`config.mk`:
```
export PLATFORM = sky130hd
export DESIGN_NAME = banked_regfile
export DESIGN_NICKNAME = d
export VERILOG_FILES = /design/src/rtl/rfb_pkg.sv /design/src/rtl/rfb_bank_map.sv /design/src/rtl/rfb_gpr_array.sv /design/src/rtl/rfb_psr_store.sv /design/src/rtl/banked_regfile.sv
export SDC_FILE = /design/constraint.sdc
export NUM_CORES = 2
export LEC_CHECK = 0
export BUFFER_PORTS_ARGS = -buffer_cell sky130_fd_sc_hd__clkbuf_2
export CAP_MARGIN = 20
export CORE_MARGIN = 1
export CORE_UTILIZATION = 55
export DETAILED_ROUTE_END_ITERATION = 6
export PLACE_DENSITY = 0.81
export SYNTH_ARGS = -nofsm -noshare
export SYNTH_HDL_FRONTEND = slang
export SYNTH_SLANG_ARGS = --single-unit
```
`constraint.sdc`:
```
create_clock -name clk -period 87.1 [get_ports clk]
set_input_delay 21.775 -clock clk [delete_from_list [all_inputs] [get_ports clk]]
set_output_delay 21.775 -clock clk [all_outputs]
set_load 0.03 [all_outputs]
```
`src/rtl/rfb_pkg.sv`:
```
package rfb_pkg;
  localparam int XLEN     = 32;
  localparam int ARCH_W   = 4;
  localparam int NARCH    = 1 << ARCH_W;
  localparam int MODE_W   = 5;
  localparam int FIQ_LO   = 8;
  localparam int SP_IDX   = 13;
  localparam int LR_IDX   = 14;
  localparam int PC_IDX   = 15;
  localparam int FIQ_CNT  = LR_IDX - FIQ_LO + 1;
  localparam int EXC_CNT  = 4;
  localparam int FIQ_BASE = NARCH;
  localparam int EXC_BASE = FIQ_BASE + FIQ_CNT;
  localparam int NPHYS    = EXC_BASE + 2 * EXC_CNT;
  localparam int PHYS_W   = $clog2(NPHYS);
  localparam int NSAVED   = 5;
  localparam int SLOT_W   = 3;

  localparam logic [MODE_W-1:0] MODE_USR = 5'b10000;
  localparam logic [MODE_W-1:0] MODE_FIQ = 5'b10001;
  localparam logic [MODE_W-1:0] MODE_IRQ = 5'b10010;
  localparam logic [MODE_W-1:0] MODE_SVC = 5'b10011;
  localparam logic [MODE_W-1:0] MODE_ABT = 5'b10111;
  localparam logic [MODE_W-1:0] MODE_UND = 5'b11011;
  localparam logic [MODE_W-1:0] MODE_SYS = 5'b11111;

  localparam logic [XLEN-1:0] PSR_MASK  = 32'hF000_00FF;
  localparam logic [XLEN-1:0] PSR_RESET = 32'h0000_00D3;
  localparam logic [SLOT_W-1:0] NO_SLOT = 3'd7;

  function automatic logic [SLOT_W-1:0] saved_slot(input logic [MODE_W-1:0] m);
    case (m)
      MODE_FIQ: saved_slot = 3'd0;
      MODE_IRQ: saved_slot = 3'd1;
      MODE_SVC: saved_slot = 3'd2;
      MODE_ABT: saved_slot = 3'd3;
      MODE_UND: saved_slot = 3'd4;
      default:  saved_slot = NO_SLOT;
    endcase
  endfunction
endpackage

```
`src/rtl/rfb_bank_map.sv`:
```
module rfb_bank_map
  import rfb_pkg::*;
(
  input  logic [MODE_W-1:0] mode_i,
  input  logic [ARCH_W-1:0] arch_i,
  output logic [PHYS_W-1:0] phys_o
);
  logic [PHYS_W-1:0] arch_ext;
  logic [1:0]        exc_k;
  logic              is_pair;

  assign arch_ext = PHYS_W'(arch_i);
  assign is_pair  = (arch_i == ARCH_W'(SP_IDX)) || (arch_i == ARCH_W'(LR_IDX));

  always_comb begin
    case (mode_i)
      MODE_SVC: exc_k = 2'd1;
      MODE_ABT: exc_k = 2'd2;
      MODE_UND: exc_k = 2'd3;
      default:  exc_k = 2'd0;
    endcase
  end

  always_comb begin
    phys_o = arch_ext;
    case (mode_i)
      MODE_FIQ: begin
        if (arch_i >= ARCH_W'(FIQ_LO) && arch_i <= ARCH_W'(LR_IDX))
          phys_o = arch_ext + PHYS_W'(FIQ_BASE - FIQ_LO);
      end
      MODE_IRQ, MODE_SVC, MODE_ABT, MODE_UND: begin
        if (is_pair)
          phys_o = PHYS_W'(EXC_BASE) + PHYS_W'({exc_k, arch_i == ARCH_W'(LR_IDX)});
      end
      default: ;
    endcase
  end
endmodule

```
`src/rtl/rfb_gpr_array.sv`:
```
module rfb_gpr_array
  import rfb_pkg::*;
#(
  parameter int PC_STEP = 4
) (
  input  logic              clk,
  input  logic              rst_n,
  input  logic [PHYS_W-1:0] rd_a_phys,
  input  logic [PHYS_W-1:0] rd_b_phys,
  output logic [XLEN-1:0]   rd_a_data,
  output logic [XLEN-1:0]   rd_b_data,
  input  logic              wr_en,
  input  logic [PHYS_W-1:0] wr_phys,
  input  logic [XLEN-1:0]   wr_data,
  input  logic              pc_inc
);
  logic [XLEN-1:0] regs_q [NPHYS];
  logic [XLEN-1:0] regs_d [NPHYS];
  logic            pc_written;

  assign pc_written = wr_en && (wr_phys == PHYS_W'(PC_IDX));

  always_comb begin
    for (int i = 0; i < NPHYS; i++) regs_d[i] = regs_q[i];
    if (pc_inc) regs_d[PC_IDX] = regs_q[PC_IDX] + XLEN'(PC_STEP);
    if (wr_en)  regs_d[wr_phys] = wr_data;
  end

  always_ff @(posedge clk or negedge rst_n) begin
    if (!rst_n) begin
      for (int i = 0; i < NPHYS; i++) regs_q[i] <= '0;
    end else begin
      for (int i = 0; i < NPHYS; i++) regs_q[i] <= regs_d[i];
    end
  end

  assign rd_a_data = regs_q[rd_a_phys];
  assign rd_b_data = regs_q[rd_b_phys];

  AST_PC_ADVANCE: assert property (@(posedge clk) disable iff (!rst_n)
    (pc_inc && !pc_written) |=> regs_q[PC_IDX] == $past(regs_q[PC_IDX]) + XLEN'(PC_STEP));
  AST_PC_WRITE_WINS: assert property (@(posedge clk) disable iff (!rst_n)
    pc_written |=> regs_q[PC_IDX] == $past(wr_data));
  AST_WRITE_RANGE: assert property (@(posedge clk) disable iff (!rst_n)
    wr_en |-> wr_phys < PHYS_W'(NPHYS));
endmodule

```
`src/rtl/rfb_psr_store.sv`:
```
module rfb_psr_store
  import rfb_pkg::*;
(
  input  logic            clk,
  input  logic            rst_n,
  input  logic            psr_wr_en,
  input  logic [XLEN-1:0] psr_wr_data,
  output logic [XLEN-1:0] psr_q,
  input  logic            saved_wr_en,
  input  logic [XLEN-1:0] saved_wr_data,
  output logic [XLEN-1:0] saved_rd_data
);
  logic [XLEN-1:0]              cpsr_q, cpsr_d;
  logic [NSAVED-1:0][XLEN-1:0]  spsr_q, spsr_d;
  logic [SLOT_W-1:0]            slot;
  logic                         slot_ok;

  assign slot    = saved_slot(cpsr_q[MODE_W-1:0]);
  assign slot_ok = slot < SLOT_W'(NSAVED);

  always_comb begin
    cpsr_d = cpsr_q;
    if (psr_wr_en) cpsr_d = psr_wr_data & PSR_MASK;
  end

  always_comb begin
    spsr_d = spsr_q;
    if (saved_wr_en && slot_ok) spsr_d[slot] = saved_wr_data & PSR_MASK;
  end

  always_ff @(posedge clk or negedge rst_n) begin
    if (!rst_n) begin
      cpsr_q <= PSR_RESET;
      spsr_q <= '0;
    end else begin
      cpsr_q <= cpsr_d;
      spsr_q <= spsr_d;
    end
  end

  assign psr_q         = cpsr_q;
  assign saved_rd_data = slot_ok ? spsr_q[slot] : '0;

  AST_PSR_MASKED: assert property (@(posedge clk) disable iff (!rst_n)
    psr_wr_en |=> psr_q == ($past(psr_wr_data) & PSR_MASK));
  AST_SAVED_ZERO: assert property (@(posedge clk) disable iff (!rst_n)
    (psr_q[MODE_W-1:0] == MODE_USR || psr_q[MODE_W-1:0] == MODE_SYS) |-> saved_rd_data == '0);
  AST_SAVED_IGNORED: assert property (@(posedge clk) disable iff (!rst_n)
    (saved_wr_en && !slot_ok) |=> $stable(spsr_q));
endmodule

```
`src/rtl/banked_regfile.sv`:
```
module banked_regfile
  import rfb_pkg::*;
(
  input  logic              clk,
  input  logic              rst_n,
  input  logic [ARCH_W-1:0] rd_a_idx,
  output logic [XLEN-1:0]   rd_a_data,
  input  logic [ARCH_W-1:0] rd_b_idx,
  output logic [XLEN-1:0]   rd_b_data,
  input  logic              wr_en,
  input  logic [ARCH_W-1:0] wr_idx,
  input  logic [XLEN-1:0]   wr_data,
  input  logic              pc_inc,
  input  logic              psr_wr_en,
  input  logic [XLEN-1:0]   psr_wr_data,
  output logic [XLEN-1:0]   psr_q,
  input  logic              saved_wr_en,
  input  logic [XLEN-1:0]   saved_wr_data,
  output logic [XLEN-1:0]   saved_rd_data
);
  logic [1:0]        rst_sync_q;
  logic              rst_int_n;
  logic [MODE_W-1:0] mode;
  logic [PHYS_W-1:0] phys_a, phys_b, phys_w;

  always_ff @(posedge clk or negedge rst_n) begin
    if (!rst_n) rst_sync_q <= 2'b00;
    else        rst_sync_q <= {rst_sync_q[0], 1'b1};
  end
  assign rst_int_n = rst_sync_q[1];

  assign mode = psr_q[MODE_W-1:0];

  rfb_bank_map u_map_a (.mode_i(mode), .arch_i(rd_a_idx), .phys_o(phys_a));
  rfb_bank_map u_map_b (.mode_i(mode), .arch_i(rd_b_idx), .phys_o(phys_b));
  rfb_bank_map u_map_w (.mode_i(mode), .arch_i(wr_idx),   .phys_o(phys_w));

  rfb_gpr_array #(.PC_STEP(4)) u_gpr (
    .clk       (clk),
    .rst_n     (rst_int_n),
    .rd_a_phys (phys_a),
    .rd_b_phys (phys_b),
    .rd_a_data (rd_a_data),
    .rd_b_data (rd_b_data),
    .wr_en     (wr_en),
    .wr_phys   (phys_w),
    .wr_data   (wr_data),
    .pc_inc    (pc_inc)
  );

  rfb_psr_store u_psr (
    .clk           (clk),
    .rst_n         (rst_int_n),
    .psr_wr_en     (psr_wr_en),
    .psr_wr_data   (psr_wr_data),
    .psr_q         (psr_q),
    .saved_wr_en   (saved_wr_en),
    .saved_wr_data (saved_wr_data),
    .saved_rd_data (saved_rd_data)
  );

  AST_SHARED_SLOT: assert property (@(posedge clk) disable iff (!rst_int_n)
    (rd_a_idx < ARCH_W'(FIQ_LO) || rd_a_idx == ARCH_W'(PC_IDX)) |-> phys_a == PHYS_W'(rd_a_idx));
  AST_FIQ_PRIVATE: assert property (@(posedge clk) disable iff (!rst_int_n)
    (mode == MODE_FIQ && rd_a_idx >= ARCH_W'(FIQ_LO) && rd_a_idx != ARCH_W'(PC_IDX))
      |-> phys_a >= PHYS_W'(FIQ_BASE));
  AST_USER_FALLBACK: assert property (@(posedge clk) disable iff (!rst_int_n)
    (saved_slot(mode) == NO_SLOT) |-> phys_b == PHYS_W'(rd_b_idx));
endmodule

```
Word-level counts from Yosys, hierarchy flattened:

Cells that the tools add are included.

* flip-flop bits (word level): 1166
* output and inout port bits: 128
* bits of input ports: 114
* word-level logic and storage cells: 110

* reductions and logical operators: 10
* $lt $le $gt $ge: 13
* $add $sub $neg: 7
* muxes and demuxes: 28
* bitwise logic cells: 3
* equal/unequal tests: 11

Operator list (number)
* 992-bit bitwise mux: 1
* 512-bit two-way mux: 1
* 32-bit binary-select mux with 5-bit select: 2
* 32-bit two-way mux: 9
* 160-bit bitwise mux: 1
* 32-bit demux with 5-bit select: 1
* 32-bit binary-select mux with 3-bit select: 1
* 32-bit demux with 3-bit select: 1
* 32-bit by 3-bit adder with 32-bit output, second input constant: 1
* 5-bit two-way mux: 6
* 5-bit one-hot mux with 2 select lines: 3
* 5-bit equality test, second input constant: 5
* 4-bit equality test, second input constant: 6
* 6-bit greater-or-equal comparator, second input constant: 3
* 5-bit inverter with 6-bit output: 3
* 4-bit by 4-bit adder with 5-bit output, second input constant: 3
* 5-bit by 3-bit adder with 5-bit output, first input constant: 3
* 3-bit one-hot mux with 5 select lines: 1
* 4-bit greater-or-equal comparator, second input constant: 3
* 4-bit <= comparator, second input constant: 3
* 1-bit logical AND: 6
* 6-bit by 1-bit less-than comparator with 1-bit output, second input constant: 1
* 2-bit one-hot mux with 3 select lines: 1
* 3-bit by 4-bit less-than comparator with 1-bit output, second input constant: 1
* 4 further kinds: 6

Logic depth before layout (Yosys ltp):

* depth after elaboration: 12
* mapped depth: 16
* gate-level depth less buffers: 11

By module:

A second synthesis with hierarchy kept.

* cells, all modules: 4218
* area total of the unflattened synthesis: 57371.3 sq um

By module, submodules not included
* rfb_gpr_array: area an instance 52994.6 sq um, instances 1, cells an instance 3820, sequential area each 24823.8 sq um
* rfb_psr_store: area an instance 3681.0 sq um, instances 1, cells an instance 305, sequential area each 1808.0 sq um
* rfb_bank_map: area an instance 214.0 sq um, instances 3, cells an instance 30, sequential area each 0.0 sq um
* banked_regfile: area an instance 53.8 sq um, instances 1, cells an instance 3, sequential area each 50.0 sq um

Worst setup path after synthesis:

No wires, ideal clock.

* path type: input to output
* start: in rd_a_idx[0]
* end: out rd_a_data[11]
* required time: 65.325 ns
* stages: 15
* buffers on the path: 6
* arrival time: 25.667 ns
* setup slack: 39.658 ns
* path through: clkbuf_1 > clkbuf_1 > buf_1 > clkbuf_1 > or3_1 > ha_1 > nand3b_1 > a211o_1 > or3_1 > o21ai_1 > buf_4 > buf_2 > mux4_2 > nand2_1 > nand4_1

* longest elaborated chain between the ends: 8
* elaborated cells on any way between the ends: 15
* classes of those cells: 2 x add/sub; 2 x order compare; 2 x eq/ne; 6 x mux; 1 x bitwise; 2 x reduce/logical

RTL lines
* from (decl): RTL line banked_regfile.sv:6 `input logic [ARCH_W-1:0] rd_a_idx,`
* 4-bit equality test, or another cell as far along: RTL line rfb_bank_map.sv:13, rfb_bank_map.sv:33
* 5-bit by 3-bit adder with 5-bit output, or another cell as far along: RTL line rfb_bank_map.sv:33 `phys_o = PHYS_W'(EXC_BASE) + PHYS_W'({exc_k, arch_i == ARCH_W'(LR_IDX)});`
* 5-bit two-way mux (on tied branches): RTL line rfb_bank_map.sv:32, rfb_bank_map.sv:28
* 5-bit one-hot mux with 2 select lines *: RTL line rfb_bank_map.sv:26 `case (mode_i)`
* 5-bit inverter with 6-bit output (implied by the code) *: RTL line rfb_gpr_array.sv:37 `assign rd_a_data = regs_q[rd_a_phys];`
* 32-bit binary-select mux with 5-bit select *: RTL line rfb_gpr_array.sv:37
* 32-bit two-way mux (implied by the code) * (2 in series): RTL line rfb_gpr_array.sv:37
* to (decl): RTL line banked_regfile.sv:7 `output logic [XLEN-1:0] rd_a_data,`

Every way passes the cells marked *; elsewhere a longest branch is shown, timed or not. The select of a mux whose other input is x is not followed.

Worst setup path after layout:

* start: in rd_a_idx[1]
* end: out rd_a_data[10]

The elaborated chain is that of the path after synthesis.

==> impl_metrics.yaml <==
pwr:
  static-leakage-power_nw: 27.2
  p_int_mw: 1.02
  seqPwrFrac: 0.448
  p_per_area_nw_per_um2: 22.4
  p_total_mw: 1.42
  p_sw_mw: 0.402
  ir_drop_uv: 16.9
  comb_power_share: 0.195
  swShare: 0.283
  clockPowerShare: 0.357
clock_network:
  cts_resized: 0
  htreeDepth: 3
  cts_buffer_depth: 3
  cts_hold_buf: 0
  clkLatencyLatePin_ps: 710
  root_buffer: "clkbuf_16"
  cts_sinks: 1066
  post_cts_buffers: 0
  cts_tree: "yes"
  cts_buffers: 109
  path_clk_slew_ps: 70
timing:
  fmaxAchievable_ghz: 0.0205
  fin_crit_sh: 0.561
  worstMarginPinSlew_ps: 1220
  rsz0062_at_grt: "false"
  clock-skew-final_ps: 23.9
  maxSlewViolCount: 0
  relSlewSlack: 0.182
  fin_crit_ps: 48850
  hold_viol: 0
  setup_viol: 0
  fin_hold_ws_ps: 224
  fin_setup_tns_ps: 0
finish:
  final_util: 0.610
  nNetsFinal: 4243
  fillCellCount: 7520
  final_area_um2: 63300
  area_delta_synth_final_pct: 9.50
  layout-drive-gt1-share: 0.467
synth:
  syn_avg_cell_area_um2: 13.9
  syn-instance-count: 4165
  yosys-top-cells-area: "dfrtp_1, mux2_2, mux4_2"
  syn_area_um2: 57800
  synth_warnings: 0
  synth_top_flop_cell: "dfrtp_1"
  synth_cell_types: 81
  synth-seq-cells: 1066
  synth_top_area_cell: "dfrtp_1"
  synth_edf_count: 0
  synth-async-reset-ratio: 1.00
  synth_top_area_frac: 0.459
  synth_commonest_cells: "dfrtp_1, mux2_2, mux4_2"
  yosysSeqAreaShare: 0.462
  yosysMostFrequentCell: "dfrtp_1"
grt:
  grt.overflow.total: 0
  grt_max_degree: 183
  antenna_found_initial: 8
  grt_usage: 0.313
  grt_pass1_wl_um: 251000
  grt_pass1_vias: 39813
floorplan:
  coreArea_um2: 104000
  rows: 118
  die_w_um: 326
  die_area_um2: 106000
  io_pins: 242
  initial_utilization: 0.557
  fp.dieH_um: 326
outcome:
  outcome: "complete, no violations"
routing:
  drtPass1Iterations: 6
  routedWlPerCell_um: 29.6
  drt_wl_total_um: 166000
  via_count: 39097
  avgViaCountPerCell: 6.98
  drt-initial-drc-count: 4736
  drc: 0
  ant_nets: 0
job:
  maxCapViolCount: 0
critical_path:
  cp.arrival_ps: 27070
  path_class: "in -> out"
  cp-end-kind: "output port"
  critPathLaunchType: "input pin"
  crit_required_ps: 65320
  r2r.worst_path.cells: 10
  path_max_fanout: 112
place:
  place_congestion: 0.844
  post-dp-hpwl_um: 94600
  io_buffers: 161
  dpl_cell_area_um2: 59300
worst_hold_path:
  hold_class: "reg -> async"
-- area by class of cell --
type                    count  area (µm²)  share of cell area
well taps                1380        1730              0.0273
inverters                  15        63.8             0.00101
multi-input cells        2679       29300               0.462
clock buffers             156        3260              0.0514
diodes                      3        7.51            0.000119
repair buffers            251        1630              0.0257
clock inverters            50         673              0.0106
flip-flops and latches   1066       26700               0.422
-- power groups by stage --
stage / clock (mW) / sequential [mW] / combinational (mW)
floorplan: 0 / 0.629 / 0.209
global placement: 0 / 0.632 / 0.267
detailed placement: 0 / 0.640 / 0.274
CTS: 0.510 / 0.632 / 0.276
global route: 0.530 / 0.643 / 0.294
finish: 0.506 / 0.635 / 0.277
-- layer usage --
layer | wire length, µm | vias up | track usage
met2 | 77900 | 2331 | 0.488
li1 | - | 15678 | -
met3 | 16600 | 561 | 0.0703
met4 | 9280 | 6 | 0.161
met5 | 35 | - | 0
met1 | 61900 | 20521 | 0.412
-- cells in the final DEF, fill, tap and decap left out, types with 18 or more instances in the layout --
master     netlist  final
clkinv_2         0     22
a22o_1          28     28
mux2i_1         18     18
clkbuf_8         0     33
buf_4           90     81
nor2_1          50     38
a211oi_1        33     33
mux2_1          55     55
a31o_2          26     26
nor3b_1         27     27
clkbuf_16        0    110
xor2_1          23     23
a21oi_1         20     20
nor2_4           8     28
nand3_1        143    140
clkbuf_2         1    160
dfrtp_1       1061   1060
nand2_1        176    172
a22oi_1         67     67
o21ai_0        102    102
nand4_1         75     75
nand2b_1       133    133
conb_1           2     41
nand4b_1        31     31
nor2b_1         40     39
mux2_2         979    979
mux4_2         440    440
-- worst max-delay path: stages --
cell and delay, ps:
clkbuf_2 170, inv_1 180, or3_1 380, ha_1 210, or3_1 440, a41oi_4 340, buf_12 740, buf_4 780
mux4_2 580, a22o_1 250, a211oi_1 460, nand4_1 280, clkbuf_2 260
-- stage by stage --
stage	cells	setup WS, ps
finish	5600	38250
global route	5600	37890
CTS	5593	38270
detailed placement	5387	38280
global placement	5387	38290
floorplan	4204	39660
-- flip-flops by register name, summed over array words and instances, names as in the netlist --
signal	cells
rst_sync_q	2
u_gpr.regs_q	992
u_psr.psr_q	12
u_psr.spsr_q	60
-- logic make-up after synthesis --
| kind of cell | Yosys count | share of synthesized area |
|---|---|---|
| other cells | 2 | 0.000130 |
| fa+ha+maj | 9 | 0.00190 |
| flops | 1066 | 0.462 |
| mux | 1493 | 0.376 |
| buf+inv | 459 | 0.0403 |
| xor+xnor | 33 | 0.00513 |
| simple gates | 754 | 0.0724 |
| compound gates | 349 | 0.0424 |
-- path summary, 6_finish.rpt --
check                                      startpoint                             to  slack [ps]
setup / recovery                          rd_a_idx[1]                  rd_a_data[10]       38250
hold / removal                rst_sync_q[1]$_DFF_PN0_  u_gpr.regs_q[709]$_DFFE_PN0P_         220
setup reg to reg           u_psr.psr_q[1]$_DFFE_PN1P_   u_gpr.regs_q[95]$_DFFE_PN0P_       82040
hold reg to reg               rst_sync_q[1]$_DFF_PN0_  u_gpr.regs_q[709]$_DFFE_PN0P_         220
max in group asynchronous                       rst_n        rst_sync_q[1]$_DFF_PN0_       66150
min in group clk              rst_sync_q[0]$_DFF_PN0_        rst_sync_q[1]$_DFF_PN0_         350
(Power assumes the default switching activity.)
